$ cat src/rtl/tmr_pkg.sv
`timescale 1ns/1ps
package tmr_pkg;

    localparam int REG_W = 32;

    // control word bit positions (software-visible)
    localparam int B_CAPMODE = 0;
    localparam int B_DOWN    = 1;
    localparam int B_GENEN   = 2;
    localparam int B_CAPEN   = 3;
    localparam int B_RELOAD  = 4;
    localparam int B_LOAD    = 5;
    localparam int B_IRQEN   = 6;
    localparam int B_RUN     = 7;
    localparam int B_FLAG    = 8;
    localparam int B_PWM     = 9;
    localparam int B_ALL     = 10;
    localparam int B_CHAIN   = 11;

    typedef enum logic [1:0] {
        ST_STOP = 2'd0,
        ST_RUN  = 2'd1,
        ST_PARK = 2'd2
    } tmr_state_e;

    typedef enum logic [1:0] {
        RG_CTRL  = 2'd0,
        RG_LOAD  = 2'd1,
        RG_COUNT = 2'd2,
        RG_NONE  = 2'd3
    } tmr_reg_e;

    typedef struct packed {
        logic chain;
        logic pwm;
        logic run_en;
        logic irq_en;
        logic ld;
        logic reload;
        logic cap_en;
        logic gen_en;
        logic down;
        logic cap_mode;
    } tmr_ctrl_t;

    function automatic tmr_ctrl_t ctrl_from_word(input logic [REG_W-1:0] w);
        tmr_ctrl_t c;
        c.chain    = w[B_CHAIN];
        c.pwm      = w[B_PWM];
        c.run_en   = w[B_RUN];
        c.irq_en   = w[B_IRQEN];
        c.ld       = w[B_LOAD];
        c.reload   = w[B_RELOAD];
        c.cap_en   = w[B_CAPEN];
        c.gen_en   = w[B_GENEN];
        c.down     = w[B_DOWN];
        c.cap_mode = w[B_CAPMODE];
        return c;
    endfunction

    function automatic logic [REG_W-1:0] ctrl_to_word(input tmr_ctrl_t c,
                                                      input logic flag,
                                                      input logic all);
        logic [REG_W-1:0] w;
        w            = '0;
        w[B_CHAIN]   = c.chain;
        w[B_ALL]     = all;
        w[B_PWM]     = c.pwm;
        w[B_FLAG]    = flag;
        w[B_RUN]     = c.run_en;
        w[B_IRQEN]   = c.irq_en;
        w[B_LOAD]    = c.ld;
        w[B_RELOAD]  = c.reload;
        w[B_CAPEN]   = c.cap_en;
        w[B_GENEN]   = c.gen_en;
        w[B_DOWN]    = c.down;
        w[B_CAPMODE] = c.cap_mode;
        return w;
    endfunction

endpackage

$ cat src/rtl/tmr_edge_sync.sv
`timescale 1ns/1ps
module tmr_edge_sync #(
    parameter int STAGES = 2
) (
    input  logic clk,
    input  logic rst_n,
    input  logic async_i,
    output logic rise_o
);
    localparam int SH_W = STAGES + 1;

    logic [SH_W-1:0] shift_q;

    always_ff @(posedge clk or negedge rst_n) begin
        if (!rst_n) shift_q <= '0;
        else        shift_q <= {shift_q[SH_W-2:0], async_i};
    end

    // shift_q[STAGES-1] is the synchronised level, shift_q[STAGES] its previous value
    assign rise_o = shift_q[STAGES-1] & ~shift_q[STAGES];

    AST_RISE_ONE_CLK: assert property (@(posedge clk) disable iff (!rst_n)
        rise_o |=> !rise_o);

endmodule

$ cat src/rtl/tmr_channel.sv
`timescale 1ns/1ps
module tmr_channel
    import tmr_pkg::*;
#(
    parameter int CNT_W = 32
) (
    input  logic             clk,
    input  logic             rst_n,
    input  logic             ctrl_wr_i,
    input  logic [REG_W-1:0] wdata_i,
    input  logic             load_wr_i,
    input  logic             load_rd_i,
    input  logic             all_i,
    input  logic             cap_rise_i,
    output tmr_ctrl_t        ctrl_o,
    output logic             flag_o,
    output logic [CNT_W-1:0] load_o,
    output logic [CNT_W-1:0] cnt_o,
    output logic             gen_o
);
    localparam logic [CNT_W-1:0] ONE = CNT_W'(1);

    tmr_state_e       st_q, st_d;
    tmr_ctrl_t        ctrl_q;
    logic [CNT_W-1:0] cnt_q, cnt_d;
    logic [CNT_W-1:0] load_q;
    logic             full_q;
    logic             flag_q;
    logic             gen_q;

    logic run, at_term, step, roll, cap_hit, cap_take;

    // ---------------- datapath conditions ----------------
    always_comb begin
        run      = ctrl_q.run_en | all_i;
        at_term  = ctrl_q.down ? (cnt_q == '0) : (cnt_q == '1);
        step     = run && (st_q != ST_PARK) && !ctrl_q.ld;
        roll     = step && at_term;
        cap_hit  = cap_rise_i && ctrl_q.cap_mode && ctrl_q.cap_en;
        cap_take = cap_hit && !load_wr_i && (ctrl_q.reload || !full_q);
    end

    // ---------------- sequencer next state ----------------
    always_comb begin
        st_d = st_q;
        unique case (st_q)
            ST_STOP: if (run) st_d = ST_RUN;
            ST_RUN: begin
                if (!run)
                    st_d = ST_STOP;
                else if (roll && !ctrl_q.cap_mode && !ctrl_q.reload)
                    st_d = ST_PARK;
            end
            ST_PARK: begin
                if (!run)           st_d = ST_STOP;
                else if (ctrl_q.ld) st_d = ST_RUN;
            end
            default: st_d = ST_STOP;
        endcase
    end

    // ---------------- count next value ----------------
    always_comb begin
        cnt_d = cnt_q;
        if (ctrl_q.ld)
            cnt_d = load_q;
        else if (roll && !ctrl_q.cap_mode)
            cnt_d = ctrl_q.reload ? load_q : cnt_q;
        else if (step)
            cnt_d = ctrl_q.down ? (cnt_q - ONE) : (cnt_q + ONE);
    end

    // ---------------- state and register process ----------------
    always_ff @(posedge clk or negedge rst_n) begin
        if (!rst_n) begin
            st_q   <= ST_STOP;
            ctrl_q <= '0;
            cnt_q  <= '0;
            load_q <= '0;
            full_q <= 1'b0;
            flag_q <= 1'b0;
        end else begin
            st_q  <= st_d;
            cnt_q <= cnt_d;
            if (ctrl_wr_i)
                ctrl_q <= ctrl_from_word(wdata_i);
            if (load_wr_i)
                load_q <= wdata_i[CNT_W-1:0];
            else if (cap_take)
                load_q <= cnt_q;
            if (cap_take)
                full_q <= 1'b1;
            else if (load_wr_i || load_rd_i)
                full_q <= 1'b0;
            if (roll || cap_take)
                flag_q <= 1'b1;
            else if (ctrl_wr_i && wdata_i[B_FLAG])
                flag_q <= 1'b0;
        end
    end

    // ---------------- output process ----------------
    always_ff @(posedge clk or negedge rst_n) begin
        if (!rst_n) gen_q <= 1'b0;
        else        gen_q <= roll && ctrl_q.gen_en;
    end

    assign ctrl_o = ctrl_q;
    assign flag_o = flag_q;
    assign load_o = load_q;
    assign cnt_o  = cnt_q;
    assign gen_o  = gen_q;

    // ---------------- assertions ----------------
    AST_LOAD_WINS: assert property (@(posedge clk) disable iff (!rst_n)
        ctrl_q.ld |=> (cnt_q == $past(load_q)));

    AST_UP_STEP: assert property (@(posedge clk) disable iff (!rst_n)
        (step && !at_term && !ctrl_q.down) |=> (cnt_q == $past(cnt_q) + ONE));

    AST_DOWN_STEP: assert property (@(posedge clk) disable iff (!rst_n)
        (step && !at_term && ctrl_q.down) |=> (cnt_q == $past(cnt_q) - ONE));

    AST_PARK_FROZEN: assert property (@(posedge clk) disable iff (!rst_n)
        (st_q == ST_PARK && !ctrl_q.ld) |=> $stable(cnt_q));

    AST_CAPTURE_KEPT: assert property (@(posedge clk) disable iff (!rst_n)
        (full_q && !ctrl_q.reload && !load_wr_i) |=> $stable(load_q));

    AST_GEN_FLAGGED: assert property (@(posedge clk) disable iff (!rst_n)
        gen_q |-> flag_q);

endmodule

$ cat src/rtl/tmr_bus_decode.sv
`timescale 1ns/1ps
module tmr_bus_decode
    import tmr_pkg::*;
#(
    parameter int NUM_CH = 2,
    parameter int SEL_W  = 1,
    parameter int ADDR_W = 5
) (
    input  logic                         clk,
    input  logic                         rst_n,
    input  logic                         we_i,
    input  logic                         re_i,
    input  logic [ADDR_W-1:0]            addr_i,
    input  logic [NUM_CH-1:0][REG_W-1:0] ctrl_words_i,
    input  logic [NUM_CH-1:0][REG_W-1:0] load_words_i,
    input  logic [NUM_CH-1:0][REG_W-1:0] cnt_words_i,
    output logic [NUM_CH-1:0]            ctrl_wr_o,
    output logic [NUM_CH-1:0]            load_wr_o,
    output logic [NUM_CH-1:0]            load_rd_o,
    output logic [REG_W-1:0]             rdata_o
);
    logic [SEL_W-1:0] ch_sel;
    tmr_reg_e         reg_sel;
    logic [REG_W-1:0] rd_mux;
    logic             unused_addr_bits;

    assign ch_sel           = addr_i[ADDR_W-1:4];
    assign reg_sel          = tmr_reg_e'(addr_i[3:2]);
    assign unused_addr_bits = ^addr_i[1:0];

    for (genvar i = 0; i < NUM_CH; i++) begin : g_strobe
        logic hit;
        assign hit          = (ch_sel == SEL_W'(i));
        assign ctrl_wr_o[i] = we_i && hit && (reg_sel == RG_CTRL);
        assign load_wr_o[i] = we_i && hit && (reg_sel == RG_LOAD);
        assign load_rd_o[i] = re_i && hit && (reg_sel == RG_LOAD);
    end

    always_comb begin
        rd_mux = '0;
        for (int i = 0; i < NUM_CH; i++) begin
            if (ch_sel == SEL_W'(i)) begin
                unique case (reg_sel)
                    RG_CTRL:  rd_mux = ctrl_words_i[i];
                    RG_LOAD:  rd_mux = load_words_i[i];
                    RG_COUNT: rd_mux = cnt_words_i[i];
                    RG_NONE:  rd_mux = '0;
                    default:  rd_mux = '0;
                endcase
            end
        end
    end

    always_ff @(posedge clk or negedge rst_n) begin
        if (!rst_n)    rdata_o <= '0;
        else if (re_i) rdata_o <= rd_mux;
        else           rdata_o <= '0;
    end

    AST_ONE_STROBE: assert property (@(posedge clk) disable iff (!rst_n)
        $onehot0({ctrl_wr_o, load_wr_o}));

endmodule

$ cat src/rtl/dual_tmr.sv
`timescale 1ns/1ps
module dual_tmr
    import tmr_pkg::*;
#(
    parameter int NUM_CH      = 2,
    parameter int CNT_W       = 32,
    parameter int SYNC_STAGES = 2,
    localparam int SEL_W      = (NUM_CH > 1) ? $clog2(NUM_CH) : 1,
    localparam int ADDR_W     = SEL_W + 4
) (
    input  logic              clk,
    input  logic              rst_n,
    input  logic              bus_we,
    input  logic              bus_re,
    input  logic [ADDR_W-1:0] bus_addr,
    input  logic [REG_W-1:0]  bus_wdata,
    output logic [REG_W-1:0]  bus_rdata,
    input  logic [NUM_CH-1:0] cap_in,
    output logic [NUM_CH-1:0] gen_out,
    output logic              irq_o
);
    logic [NUM_CH-1:0]            ctrl_wr, load_wr, load_rd;
    logic [NUM_CH-1:0][REG_W-1:0] ctrl_words, load_words, cnt_words;
    logic [NUM_CH-1:0]            flags, irq_req, cap_rise;
    logic                         all_q;
    logic                         unused_wdata_bits;

    assign unused_wdata_bits = ^bus_wdata[REG_W-1:B_CHAIN+1];

    // shared start-all state, written through any channel's control word
    always_ff @(posedge clk or negedge rst_n) begin
        if (!rst_n)        all_q <= 1'b0;
        else if (|ctrl_wr) all_q <= bus_wdata[B_ALL];
    end

    tmr_bus_decode #(
        .NUM_CH (NUM_CH),
        .SEL_W  (SEL_W),
        .ADDR_W (ADDR_W)
    ) u_decode (
        .clk          (clk),
        .rst_n        (rst_n),
        .we_i         (bus_we),
        .re_i         (bus_re),
        .addr_i       (bus_addr),
        .ctrl_words_i (ctrl_words),
        .load_words_i (load_words),
        .cnt_words_i  (cnt_words),
        .ctrl_wr_o    (ctrl_wr),
        .load_wr_o    (load_wr),
        .load_rd_o    (load_rd),
        .rdata_o      (bus_rdata)
    );

    for (genvar i = 0; i < NUM_CH; i++) begin : g_ch
        tmr_ctrl_t        ctrl;
        logic [CNT_W-1:0] load_v, cnt_v;

        tmr_edge_sync #(.STAGES(SYNC_STAGES)) u_sync (
            .clk     (clk),
            .rst_n   (rst_n),
            .async_i (cap_in[i]),
            .rise_o  (cap_rise[i])
        );

        tmr_channel #(.CNT_W(CNT_W)) u_chan (
            .clk        (clk),
            .rst_n      (rst_n),
            .ctrl_wr_i  (ctrl_wr[i]),
            .wdata_i    (bus_wdata),
            .load_wr_i  (load_wr[i]),
            .load_rd_i  (load_rd[i]),
            .all_i      (all_q),
            .cap_rise_i (cap_rise[i]),
            .ctrl_o     (ctrl),
            .flag_o     (flags[i]),
            .load_o     (load_v),
            .cnt_o      (cnt_v),
            .gen_o      (gen_out[i])
        );

        assign ctrl_words[i] = ctrl_to_word(ctrl, flags[i], all_q);
        assign load_words[i] = REG_W'(load_v);
        assign cnt_words[i]  = REG_W'(cnt_v);
        assign irq_req[i]    = flags[i] & ctrl.irq_en;
    end

    assign irq_o = |irq_req;

    AST_IRQ_NEEDS_EVENT: assert property (@(posedge clk) disable iff (!rst_n)
        $rose(irq_o) |-> (|flags));

endmodule

$ cat config.mk
export PLATFORM = sky130hd
export DESIGN_NAME = dual_tmr
export DESIGN_NICKNAME = d
export VERILOG_FILES = /design/src/rtl/tmr_pkg.sv /design/src/rtl/tmr_edge_sync.sv /design/src/rtl/tmr_channel.sv /design/src/rtl/tmr_bus_decode.sv /design/src/rtl/dual_tmr.sv
export SDC_FILE = /design/constraint.sdc
export NUM_CORES = 1
export LEC_CHECK = 0
export BUFFER_PORTS_ARGS = -buffer_cell sky130_fd_sc_hd__buf_2
export CAP_MARGIN = 20
export CORE_MARGIN = 2
export CORE_UTILIZATION = 50
export CTS_CLUSTER_SIZE = 14
export DETAILED_ROUTE_END_ITERATION = 8
export GPL_ROUTABILITY_DRIVEN = 0
export PLACE_DENSITY = 0.67
export SYNTH_ARGS = -nofsm -noshare
export SYNTH_HDL_FRONTEND = slang
export SYNTH_HIERARCHICAL = 1
export SYNTH_SLANG_ARGS = --single-unit
$ cat constraint.sdc
create_clock -name clk -period 3.5 [get_ports clk]
set_clock_uncertainty 0.15 [all_clocks]
set_input_delay 0.875 -clock clk [delete_from_list [all_inputs] [get_ports clk]]
set_output_delay 0.875 -clock clk [all_outputs]
set_load 0.02 [all_outputs]
==> impl_metrics.env <==
export IMPL_hpwl_mm=28.8
export IMPL_clk_root_buffer_cell="clkbuf_16"
export IMPL_remaining_drc_errors=0
export IMPL_worst_path_largest_cell_delay_ns=0.53
export IMPL_post_synth_instance_area_mm2=0.0132
export IMPL_post_route_cells_drive_above_1_share_pct=12.8
export IMPL_synthDominantCellAreaShare_pct=37.2
export IMPL_ys_ff_latch=197
export IMPL_synthesis_area_per_instance_um2=8.42
export IMPL_initial_core_util_pct=50.8
export IMPL_maximum_number_of_pins_on_one_net_before_global_route_repair=100
export IMPL_min_from="g_ch[1].u_sync/shift_q[0]$_DFF_PN0_"
export IMPL_worst_ir_drop_vdd_v=0.000465
export IMPL_crit_path_max_fanout=13
export IMPL_synthDistinctLibCells=66
export IMPL_critical_path_top_delay_family="compound AO/OA/AOI/OAI gates"
export IMPL_synthTopCellsByCount="277 x nand2_1, 197 x dfrtp_1, 168 x o21ai_0"
export IMPL_library_cell_occupying_the_most_area_in_the_post_synthesis_netlist="dfrtp_1"
export IMPL_setup_repair_after_global_routing_missed_its_margin="false"
export IMPL_power_density_of_the_placed_cells_mw_per_mm2=853
export IMPL_detail_route_antenna_nets=0
export IMPL_min_path_type="flip-flop to flip-flop"
export IMPL_grt_pass1_wl_mm=62.7
export IMPL_num_antenna_cells=0
export IMPL_dominantRegCellSynth="dfrtp_1"
export IMPL_run_status="finished, final reports clean"
export IMPL_cap_violations=0
export IMPL_synth_warning_count=6
export IMPL_dieWidth_um=167
export IMPL_crit_slowest_cell="dfrtp_2"
export IMPL_total_leakage_power_nw=6.98
export IMPL_post_cts_repair_setup_buffers=0
export IMPL_cts_inserted_buffers=17
export IMPL_critical_path_class="flip-flop to flip-flop"
export IMPL_cts_htree_levels=4
export IMPL_crit_buf_inv=0
export IMPL_fillers=2331
export IMPL_setup_tns_ns=0
export IMPL_die_h_um=167
export IMPL_clock_latency_ns=0.44
export IMPL_synth_enable_flop_cells=0
export IMPL_cells_on_worst_reg2reg_path=10
export IMPL_report_power_total_mw=12.8
export IMPL_tritoncts_num_sinks=197
export IMPL_postSynth_asyncResetShare_pct=100
export IMPL_finalCriticalPeriod_ns=3.38
export IMPL_io_buffer_count=75
export IMPL_avgViaCountPerCell=5.99
export IMPL_tightest_slew_ns=0.715
export IMPL_cells_along_the_critical_path="fa_1 > a21o_1 > a221oi_2 > o31a_1 > o211ai_1 > and2_1 > a41o_1 > a221oi_1 > nor3_1 > nand3b_1"
export IMPL_cts_hold_buf=0
export IMPL_top_count_cell_post_synth="nand2_1"
export IMPL_clk_pin_slew_ns=0.08
export IMPL_drv_slew=0
export IMPL_worstHoldEndpoint="g_ch[1].u_sync/shift_q[1]$_DFF_PN0_"
export IMPL_timing_final_hold_violations=0
export IMPL_element_type_at_the_critical_path_start="flip-flop"
export IMPL_area_delta_synth_final_pct=13.4
export IMPL_row_count=59
export IMPL_clock_tree_buffer_depth=2
export IMPL_cp_arrival_ns=3.55
export IMPL_grt_remaining_overflow=0
export IMPL_design_die_area_mm2=0.0278
export IMPL_maxSlewHeadroom_pct=52.3
export IMPL_post_route_period_util_pct=96.6
export IMPL_timing_critical_path_required_ns=3.67
export IMPL_syn_instance_count=1573
export IMPL_max_clock_freq_mhz=296
export IMPL_synth_yosys_seq_area_share_pct=37.2
export IMPL_global_route_total_usage_across_every_layer_pct=28.1
export IMPL_synth_top_cells_by_area="dfrtp_1 37%, nand2_1 7.9%, o21ai_0 6.4%, ha_1 5.7%, mux2i_1 4.7%"
export IMPL_rrSetupSlack_ns=0.12
export IMPL_worst_r2r_startpoint="g_ch[0].u_chan/ctrl_o[1]$_DFFE_PN0P_"
export IMPL_core_area_mm2=0.0261
export IMPL_worst_hold_slack_ns=0.202
export IMPL_io_pins=78
export IMPL_critical_path_reg2reg_endpoint="g_ch[0].u_chan/cnt_o[30]$_DFFE_PN0P_"
export IMPL_whs_path_depth=0
export IMPL_initial_antenna_violation_count=0
export IMPL_grt_pass1_vias=11300
export IMPL_drt_total_wl_mm=39.3
export IMPL_cts_tree="done"
export IMPL_design_final_nets=1799
export IMPL_finalSetupViolCount=0
export IMPL_detail_route_wl_per_cell_um=19.2
export IMPL_endpoint_kind="flip-flop"
export IMPL_drt_initial_drc_count=1229
export IMPL_detail_route_first_pass_iterations=7
export IMPL_dr_total_vias=12200
## worst max path at each step
stage / start / to / slack, ns / cells after the start
4_1_cts: g_ch[1].u_chan/ctrl_o[1]$_DFFE_PN0P_ / g_ch[1].u_chan/cnt_o[31]$_DFFE_PN0P_ / 0.03 / 10
3_5_place_dp: g_ch[1].u_chan/ctrl_o[1]$_DFFE_PN0P_ / g_ch[1].u_chan/cnt_o[31]$_DFFE_PN0P_ / 0.06 / 10
3_3_place_gp: g_ch[0].u_chan/ctrl_o[1]$_DFFE_PN0P_ / g_ch[0].u_chan/cnt_o[31]$_DFFE_PN0P_ / 0.12 / 10
6_report: g_ch[0].u_chan/ctrl_o[1]$_DFFE_PN0P_ / g_ch[0].u_chan/cnt_o[30]$_DFFE_PN0P_ / 0.12 / 10
5_1_grt: g_ch[1].u_chan/ctrl_o[1]$_DFFE_PN0P_ / g_ch[1].u_chan/cnt_o[31]$_DFFE_PN0P_ / 0.00001 / 11
2_1_floorplan: g_ch[1].u_chan/ctrl_o[1]$_DFFE_PN0P_ / g_ch[1].u_chan/cnt_o[30]$_DFFE_PN0P_ / 0.01 / 10
## final cells by class
| class | instances | area (um2) | share of cell area, % |
|---|---|---|---|
| Timing Repair Buffer | 135 | 878 | 5.85 |
| Clock buffer | 18 | 429 | 2.86 |
| Inverter | 44 | 165 | 1.10 |
| Sequential cell | 197 | 4930 | 32.9 |
| Tap cell | 335 | 419 | 2.79 |
| Clock inverter | 14 | 163 | 1.08 |
| Multi-Input combinational cell | 1299 | 8020 | 53.4 |
## per-layer routing
layer	share of wire, %	vias up	GRT usage [%]
met5	0	-	0
met4	2.1	0	8.85
met3	5.3	52	2.47
met2	47	419	43.4
met1	46	5862	42.1
li1	-	5891	-
## sequential cells by signal (all words and copies together) (netlist names)
register and flops:
g_ch.u_chan/full_q 2, all_q 1, g_ch.u_chan/st_q 4, g_ch.u_chan/ctrl_o 20, u_decode/rdata_o 32, g_ch.u_chan/flag_o 2, g_ch.u_sync/shift_q 6, g_ch.u_chan/load_o 64
g_ch.u_chan/cnt_o 64, g_ch.u_chan/gen_o 2
## cells by family (layout without fill, tap and decap cells)
kind of cell | count (synthesis) | after routing | synth area share, %
buffers and inverters | 136 | 211 | 4.41
other | 1 | 60 | 0.0283
multiplexers | 77 | 77 | 5.96
AND/OR/NAND/NOR | 540 | 540 | 18.5
adder cells (fa/ha/maj) | 62 | 62 | 5.97
flip-flops | 197 | 197 | 37.2
AO/OA/AOI/OAI | 516 | 516 | 25.0
XOR/XNOR | 44 | 44 | 2.91
## power breakdown
| part | total, mW | switching (mW) | internal, mW | leakage, nW |
|---|---|---|---|---|
| Clock | 1.98 | 0.957 | 1.02 | 0.286 |
| Sequential | 4.27 | 1.15 | 3.12 | 2.44 |
| Combinational | 6.55 | 3.75 | 2.80 | 4.26 |
## placed cells by master, fill, tap and decap left out, types with 6 or more instances in the layout
cell	count
a211oi_1	10
a21o_1	28
a21oi_1	90
a22oi_1	56
a31o_1	32
a31oi_1	32
and2_1	8
and3_1	23
and4_1	6
buf_2	73
buf_4	57
clkbuf_16	17
conb_1	60
dfrtp_1	195
ha_1	60
inv_1	44
inv_6	6
mux2_2	14
mux2i_1	62
nand2_1	277
nand2b_1	8
nand3_1	10
nand4_1	28
nor2_1	118
nor3_1	14
nor4_1	14
o211ai_1	8
o21a_1	12
o21ai_0	168
o21ai_1	7
o22ai_1	34
or2_2	6
xnor2_1	20
xor2_1	24
## timing repair
action | CTS | global route
resized for setup | 0 | 5
endpoints found under the hold margin | 0 | 0
setup endpoints to repair | 0 | 5
## worst reg2reg max path, cell delays in order (launching register included)
cell      delay (ns)
dfrtp_2         0.53
fa_1            0.50
a21o_1          0.23
a221oi_2        0.38
o31a_1          0.27
o211ai_1        0.12
and2_1          0.20
a41o_1          0.29
a221oi_1        0.35
nor3_1          0.09
nand3b_1        0.16
## through the flow
step                cells  setup slack (ns)  instance area [um2]  util [%]
floorplan            1632            0.0107                13500         -
global placement     2010             0.115                14400      55.2
detailed placement   2010            0.0622                14400      55.2
CTS                  2042            0.0271                15000      57.5
global route         2042         0.0000102                15000      57.6
finish               2042             0.121                15000      57.6
(Power assumes the default switching activity.)
